<file path="src/rtl/sdcmd_pkg.sv">
package sdcmd_pkg;
  // {cs_n, ras_n, cas_n, we_n}
  typedef enum logic [3:0] {
    CMD_NOP  = 4'b0111,
    CMD_PALL = 4'b0010,
    CMD_REF  = 4'b0001,
    CMD_MRS  = 4'b0000
  } sd_cmd_e;

  // saturating increment toward a ceiling
  function automatic logic [7:0] sat_inc(input logic [7:0] v, input logic [7:0] top);
    return (v < top) ? v + 8'd1 : top;
  endfunction
endpackage

</file>
<file path="src/rtl/sdcmd_window.sv">
module sdcmd_window #(
  parameter int WW = 8
) (
  input  logic [WW-1:0] addr_hi,
  input  logic [WW-1:0] base,
  input  logic [WW-1:0] mask,
  output logic          hit
);
  function automatic logic match_f(input logic [WW-1:0] a, input logic [WW-1:0] b,
                                   input logic [WW-1:0] m);
    return (a & ~m) == (b & ~m);
  endfunction

  assign hit = match_f(addr_hi, base, mask);
endmodule

</file>
<file path="src/rtl/sdcmd_trp_timer.sv">
module sdcmd_trp_timer #(
  parameter int TW = 4
) (
  input  logic          clk,
  input  logic          rst_n,
  input  logic          load,
  input  logic [TW-1:0] load_val,
  output logic          busy
);
  logic [TW-1:0] cnt_q;

  always_ff @(posedge clk or negedge rst_n) begin
    if (!rst_n)            cnt_q <= '0;
    else if (load)         cnt_q <= load_val;
    else if (cnt_q != '0)  cnt_q <= cnt_q - 1'b1;
  end

  assign busy = (cnt_q != '0);
endmodule

</file>
<file path="src/rtl/sdcmd_ref_tracker.sv">
module sdcmd_ref_tracker #(
  parameter int TARGET = 8,
  localparam int CW = $clog2(TARGET + 1)
) (
  input  logic          clk,
  input  logic          rst_n,
  input  logic          ref_en,
  input  logic          ref_tick,
  input  logic          ref_issue,
  output logic          ref_pend,
  output logic [CW-1:0] count,
  output logic          ready
);
  logic [7:0] next_cnt;

  assign next_cnt = sdcmd_pkg::sat_inc(8'(count), 8'(TARGET));

  always_ff @(posedge clk or negedge rst_n) begin
    if (!rst_n)         ref_pend <= 1'b0;
    else if (!ref_en)   ref_pend <= 1'b0;
    else if (ref_tick)  ref_pend <= 1'b1;
    else if (ref_issue) ref_pend <= 1'b0;
  end

  always_ff @(posedge clk or negedge rst_n) begin
    if (!rst_n)         count <= '0;
    else if (ref_issue) count <= next_cnt[CW-1:0];
  end

  assign ready = (count == CW'(TARGET));
endmodule

</file>
<file path="src/rtl/sdram_special_cmd.sv">
module sdram_special_cmd
  import sdcmd_pkg::*;
#(
  parameter int AW         = 24,
  parameter int WIN_LSB    = 16,
  parameter int SAW        = 13,
  parameter int AP_BIT     = 10,
  parameter int TW         = 4,
  parameter int REF_TARGET = 8,
  localparam int WW = AW - WIN_LSB,
  localparam int CW = $clog2(REF_TARGET + 1)
) (
  input  logic           clk,
  input  logic           rst_n,
  input  logic [WW-1:0]  cfg_base,
  input  logic [WW-1:0]  cfg_mask,
  input  logic [TW-1:0]  cfg_trp,
  input  logic           arm_pall_set,
  input  logic           arm_mrs_set,
  input  logic           ref_en,
  input  logic           ref_tick,
  input  logic           bus_req,
  input  logic           bus_we,
  input  logic [AW-1:0]  bus_addr,
  output logic           bus_ack,
  output logic           sd_cs_n,
  output logic           sd_ras_n,
  output logic           sd_cas_n,
  output logic           sd_we_n,
  output logic [SAW-1:0] sd_addr,
  output logic           pall_armed,
  output logic           mrs_armed,
  output logic [CW-1:0]  ref_count,
  output logic           ref_ready
);
  function automatic logic [SAW-1:0] pall_addr_f();
    logic [SAW-1:0] v;
    v = '0;
    v[AP_BIT] = 1'b1;
    return v;
  endfunction

  // named internal events
  logic win_hit, trp_busy, ref_pend;
  logic access_ok, fire_ref, fire_pall, fire_mrs;
  sd_cmd_e cmd_q;

  // direction and the middle address bits play no part here
  logic unused_bits;
  assign unused_bits = ^{bus_we, bus_addr};

  sdcmd_window #(.WW(WW)) u_win (
    .addr_hi (bus_addr[AW-1:WIN_LSB]),
    .base    (cfg_base),
    .mask    (cfg_mask),
    .hit     (win_hit)
  );

  sdcmd_trp_timer #(.TW(TW)) u_trp (
    .clk      (clk),
    .rst_n    (rst_n),
    .load     (fire_pall),
    .load_val (cfg_trp),
    .busy     (trp_busy)
  );

  sdcmd_ref_tracker #(.TARGET(REF_TARGET)) u_ref (
    .clk       (clk),
    .rst_n     (rst_n),
    .ref_en    (ref_en),
    .ref_tick  (ref_tick),
    .ref_issue (fire_ref),
    .ref_pend  (ref_pend),
    .count     (ref_count),
    .ready     (ref_ready)
  );

  // refresh wins over a special access; nothing starts during recovery
  assign fire_ref  = ref_pend && ref_en && !trp_busy;
  assign access_ok = bus_req && win_hit && !bus_ack && !trp_busy && !fire_ref;
  assign fire_pall = access_ok && pall_armed;
  assign fire_mrs  = access_ok && !pall_armed && mrs_armed && ref_ready;

  always_ff @(posedge clk or negedge rst_n) begin
    if (!rst_n) begin
      pall_armed <= 1'b0;
      mrs_armed  <= 1'b0;
    end else begin
      if (arm_pall_set)   pall_armed <= 1'b1;
      else if (fire_pall) pall_armed <= 1'b0;
      if (arm_mrs_set)    mrs_armed  <= 1'b1;
      else if (fire_mrs)  mrs_armed  <= 1'b0;
    end
  end

  always_ff @(posedge clk or negedge rst_n) begin
    if (!rst_n) begin
      cmd_q   <= CMD_NOP;
      sd_addr <= '0;
      bus_ack <= 1'b0;
    end else if (fire_ref) begin
      cmd_q   <= CMD_REF;
      sd_addr <= '0;
      bus_ack <= 1'b0;
    end else if (fire_pall) begin
      cmd_q   <= CMD_PALL;
      sd_addr <= pall_addr_f();
      bus_ack <= 1'b1;
    end else if (fire_mrs) begin
      cmd_q   <= CMD_MRS;
      sd_addr <= bus_addr[SAW-1:0];
      bus_ack <= 1'b1;
    end else begin
      cmd_q   <= CMD_NOP;
      bus_ack <= 1'b0;
    end
  end

  assign {sd_cs_n, sd_ras_n, sd_cas_n, sd_we_n} = cmd_q;
endmodule

</file>
<file path="config.mk">
export PLATFORM = sky130hd
export DESIGN_NAME = sdram_special_cmd
export DESIGN_NICKNAME = d
export VERILOG_FILES = /design/src/rtl/sdcmd_pkg.sv /design/src/rtl/sdcmd_window.sv /design/src/rtl/sdcmd_trp_timer.sv /design/src/rtl/sdcmd_ref_tracker.sv /design/src/rtl/sdram_special_cmd.sv
export SDC_FILE = /design/constraint.sdc
export NUM_CORES = 1
export LEC_CHECK = 0
export ABC_AREA = 1
export BUFFER_PORTS_ARGS = -buffer_cell sky130_fd_sc_hd__buf_4
export CAP_MARGIN = 5
export CORE_MARGIN = 2
export CORE_UTILIZATION = 48
export DETAILED_ROUTE_END_ITERATION = 16
export GPL_TIMING_DRIVEN = 0
export PLACE_DENSITY = 0.84
export RECOVER_POWER = 100
export SYNTH_ARGS = -nofsm -noshare
export SYNTH_HDL_FRONTEND = slang
export SYNTH_SLANG_ARGS = --single-unit
export TNS_END_PERCENT = 10
</file>
<file path="constraint.sdc">
create_clock -name clk -period 5.25 [get_ports clk]
set_clock_uncertainty 0.2 [all_clocks]
set_input_delay 0.2625 -clock clk [delete_from_list [all_inputs] [get_ports clk]]
set_output_delay 0.2625 -clock clk [all_outputs]
set_load 0.005 [all_outputs]
</file>
### Yosys cells after proc, flatten, opt, wreduce, memory -nomap -nowiden

Cells that the tools add are included.

* logic and storage cells: 55
* output and inout port bits: 25
* input bits: 52
* register bits after elaboration: 29

* bitwise logic cells: 3
* add/subtract/negate cells: 2
* order comparisons: 1
* muxes and demuxes: 19
* reduce and logical (&&, ||, !) cells: 19
* equality and inequality tests: 3

Operator list (number)
* $mux 13: 3
* $and 8x8->8: 2
* $mux 4: 3
* $logic_and 1x1->1: 10
* $mux 1: 10
* $mux 3: 3
* $eq 8x8->1: 1
* $not 8->8: 1
* $reduce_bool 2->1: 3
* $add 4x1->4 const B: 1
* $eq 4x4->1 const B: 1
* $logic_not 1->1: 4
* $lt 4x4->1 const B: 1
* $reduce_bool 4->1: 1
* $sub 4x1->4 const B: 1
* $ne 3x1->1 const B: 1
* $reduce_bool 3->1: 1

### Longest topological paths before layout

* depth after elaboration: 13
* mapped depth: 11
* depth with buffers taken out: 11

### By module

A second synthesis with hierarchy kept.

* cells, all modules: 205
* area total of the unflattened synthesis: 1626.6 um^2

Modules (own cells, without submodules)
* sdram_special_cmd: cells an instance 85, seq. area each 479.2 um^2, times used 1, area an instance 897.1 um^2
* sdcmd_trp_timer: cells an instance 38, seq. area each 100.1 um^2, times used 1, area an instance 279.0 um^2
* sdcmd_ref_tracker: cells an instance 29, seq. area each 125.1 um^2, times used 1, area an instance 244.0 um^2
* sdcmd_window: cells an instance 53, seq. area each 0.0 um^2, times used 1, area an instance 206.4 um^2

### Worst setup path after synthesis

No wires, ideal clock.

* path type: reg-to-reg
* from: register u_trp.cnt_q[0]
* to: register sd_addr[10]
* arrival time: 1.418 ns
* setup time: 0.118 ns
* path buffers: 1
* path slack: 3.514 ns
* required time: 4.932 ns
* period minus slack after synthesis: 1.736 ns
* cell stages (with the launch flop): 11
* path through: dfrtp_1 inv_1 ha_1 nand2_2 inv_2 nand2_2 nor2_4 o2111ai_2 buf_4 nand3_1 nand2_1

* word-level cells in the longest chain between the ends: 9
* elaborated cells between the ends (all ways): 13
* those cells by class: mux (2); reduce/logical (11)

RTL lines
* start: declaration: line sdcmd_trp_timer.sv:10 `logic [TW-1:0] cnt_q;`
* start signal: assignment: line sdcmd_trp_timer.sv:14 `else if (load) cnt_q <= load_val;`
* start signal: assignment: line sdcmd_trp_timer.sv:15 `else if (cnt_q != '0) cnt_q <= cnt_q - 1'b1;`
* $reduce_bool 4->1 (*): line sdcmd_trp_timer.sv:18 `assign busy = (cnt_q != '0);`
* $logic_not 1->1 (*): line sdram_special_cmd.sv:79, sdram_special_cmd.sv:80
* $logic_and 1x1->1: line sdram_special_cmd.sv:79 `assign fire_ref = ref_pend && ref_en && !trp_busy;`
* $logic_not 1->1: line sdram_special_cmd.sv:80 `assign access_ok = bus_req && win_hit && !bus_ack && !trp_busy && !fire_ref;`
* $logic_and 1x1->1: line sdram_special_cmd.sv:80
* $logic_and 1x1->1 (3 in a row): line sdram_special_cmd.sv:82 `assign fire_mrs = access_ok && !pall_armed && mrs_armed && ref_ready;`
* $reduce_bool 3->1 (no line)
* end signal: assignment: line sdram_special_cmd.sv:107 `sd_addr <= pall_addr_f();`
* end signal: assignment: line sdram_special_cmd.sv:111 `sd_addr <= bus_addr[SAW-1:0];`
* end: declaration: line sdram_special_cmd.sv:30 `output logic [SAW-1:0] sd_addr,`

Mark *: on every way between the ends. The rest lies on a longest branch, timed or not.
A chain may end at the register's enable or synchronous reset.

### Final worst setup path

* from: register u_trp.cnt_q[0]
* to: register sd_addr[4]

Same word-level chain as after synthesis.

==> flow_metrics.py <==
metrics = {
    "outcome": {
        "outcome": "finished clean",
    },
    "timing": {
        "max_clock_freq_mhz": 390.7,
        "final_max_slew_viol_count": 0,
        "tightest_slew_ps": 1436,
        "postLayoutSetupSlackWorst_ps": 2691,
        "fin_tns_setup_ps": 0,
        "slew_headroom_pct": 4.279,
        "hold_viol_final": 0,
        "setup_viol": 0,
        "rsz0062_at_grt": "no",
        "fin_crit_sh_pct": 48.75,
        "finalCriticalPeriod_ps": 2559,
    },
    "clocking": {
        "cts_buffers": 3,
        "hold_buffers": 21,
        "clk_path_buf_depth": 2,
        "cts_resized": 0,
        "cts.sinks": 28,
        "htreeDepth": 1,
        "tritoncts": "done",
        "post_cts_buffers": 0,
        "clockRootBuffer": "clkbuf_4",
        "path_clk_slew_ps": 140,
        "clock_latency_ps": 330,
    },
    "floorplan": {
        "boundaryPins": 77,
        "die_h_um": 59.63,
        "die_width_um": 59.63,
        "core_area_mm2": 0.003003,
        "die-area_mm2": 0.003555,
        "initial_core_util_pct": 49.46,
        "rows": 20,
    },
    "placed_design": {
        "dp_slack_ps": 3310,
        "hpwl_mm": 2.621,
        "io_buffers": 71,
        "place_congestion": 0.9246,
    },
    "logic_synthesis": {
        "synth_ff_type": "dfrtp_1",
        "synth_top_cell_area_share_pct": 42.12,
        "yosys_warnings": 0,
        "ys_types": 27,
        "synth.largest_area_cell": "dfrtp_1",
        "yosysSeqAreaShare_pct": 47.43,
        "syn_area_mm2": 0.001485,
        "syn_inst": 189,
        "synthTopCellsByArea": "dfrtp_1 42%, nand2_1 15%, inv_1 8.3%, nand3_1 6.1%, dfstp_2 5.3%",
        "synth_nets": 245,
        "async_flop_share_pct": 100.0,
        "ys_ff_latch": 28,
        "synth.avg_cell_area_um2": 7.858,
        "synth-edff-count": 0,
    },
    "flow_run": {
        "cap_violations": 0,
    },
    "global_routing": {
        "grt_pass1_vias": 1490,
        "antenna_found_initial": 0,
        "grt_max_degree": 29,
        "grt_overflow": 0,
        "globalRouteTotalUtil_pct": 22.78,
        "grt_pass1_wl_mm": 6.085,
    },
    "detailed_routing": {
        "drt_wl_total_mm": 3.785,
        "dr.pass1.iters": 6,
        "drc": 0,
        "wl_per_cell_um": 11.90,
        "vias": 1533,
        "ant_nets": 0,
        "drt_iter0_drc": 70,
        "viasPerCell": 4.821,
    },
    "worst_setup_path": {
        "crit_type": "reg -> reg",
        "crit_fanout": 10,
        "worstRegToRegCells": 11,
        "arrival_ps": 2640,
        "cp-start-kind": "register",
        "worstPathRequired_ps": 5330,
        "cp-end-kind": "register",
    },
    "min_path": {
        "hp-class": "in -> reg",
        "holdPathStages": 5,
    },
    "power": {
        "power.share.sequential_pct": 46.4,
        "combPwrFrac_pct": 36.0,
        "p_int_w": 0.0004049,
        "powerDensity_mw_per_mm2": 263.1,
        "p_clk_share_pct": 17.6,
        "p_leak_nw": 1.301,
        "switching_share_pct": 31.78,
        "ir_worst_vdd_v": 0.0002176,
        "p_total_w": 0.0005935,
        "switching_power_w": 0.0001886,
    },
    "finish": {
        "final_cell_mix": "60 x nand2_1, 47 x buf_4, 35 x inv_1",
        "antenna_cells": 0,
        "drive_above_1_share_pct": 27.72,
        "fillCellCount": 255,
        "layout.nets": 342,
        "final_common_cell": "nand2_1",
        "areaGrowthSynthToFinish_pct": 51.90,
    },
}
## worst max-delay path, cell delays in order (launching register included)
cell and delay [ps]:
dfrtp_1 410, inv_1 120, ha_1 180, nand2_1 120
inv_1 140, nand2_2 60, nor2_1 240, nand3_2 120
nor2_1 280, clkbuf_1 410, nand2_1 110, nand2_1 100
## synth_stat cells, types with 2 or more instances
master	number
nand2_1	59
inv_1	33
dfrtp_1	25
nand3_1	18
nor2_1	11
o21ai_0	6
ha_1	4
nand3b_1	4
dfstp_2	3
xnor2_1	3
a21oi_1	2
buf_4	2
inv_2	2
nand2_2	2
nor2_4	2
o21bai_1	2
## layer usage
layer  global-route usage, %  vias up  share of wire (%)
met5                       0        -                  0
met1                   24.96      719                 38
met3                   5.022        6                5.0
met4                   5.079        0                1.5
met2                   44.11       43                 55
li1                        -      765                  -
## power groups by stage
stage	clock network [W]	logic (W)	registers, W
2_1_floorplan	0	0.000122	0.000277
3_3_place_gp	0	0.000198	0.000279
3_5_place_dp	0	0.000206	0.000279
4_1_cts	0.000105	0.000222	0.000276
5_1_grt	0.000117	0.000245	0.000279
6_report	0.000104	0.000213	0.000276
## state kept, by name, indices dropped and copies added, names as in the netlist
name and cells:
cmd_q 3, u_ref.count 4, sd_addr 13, bus_ack 1, pall_armed 1, u_ref.ref_pend 1
mrs_armed 1, u_trp.cnt_q 4
## worst paths after layout
check                                from          end  slack [ps]
setup / recovery           u_trp.cnt_q[0]   sd_addr[4]        2690
hold / removal               bus_addr[10]  sd_addr[10]          20
setup reg to reg           u_trp.cnt_q[0]   sd_addr[4]        2690
hold reg to reg                sd_addr[0]   sd_addr[0]         320
max in group asynchronous           rst_n  sd_addr[11]        3440
min in group asynchronous           rst_n   sd_addr[9]         590
## logic make-up (layout without fill, tap and decap cells)
group / Yosys count / count (layout) / share of synthesized area (%)
adders and majority gates: 4 / 4 / 3.370
buffers and inverters: 39 / 135 / 10.87
and+or+nand+nor: 100 / 100 / 29.99
DFF: 28 / 28 / 47.43
AOI/OAI and AO/OA: 13 / 13 / 5.729
xor gates and xnor gates: 4 / 4 / 2.359
other: 1 / 1 / 0.2525
## through the flow
step | hold WS, ps | util [%] | instance area (um2) | cells
final | 22.01 | 75.13 | 2256 | 318
after global routing | 27.97 | 75.13 | 2256 | 318
after CTS | 17.59 | 76.79 | 2306 | 318
after detailed placement | -8.079 | 68.58 | 2059 | 293
after global placement | -8.254 | 68.58 | 2059 | 293
after floorplan | -233.1 | - | 1485 | 189
## layout make-up
cell class / instances / area [um2] / area share, %
buffer: 4 / 18.77 / 0.8319
clock buffer: 4 / 36.28 / 1.608
inverter: 35 / 131.4 / 5.824
multi-input combinational: 122 / 591.8 / 26.23
sequential: 28 / 704.4 / 31.23
tap: 33 / 41.29 / 1.830
timing repair buffer: 92 / 732.0 / 32.45
No activity file was read; power rests on OpenSTA's default activity.
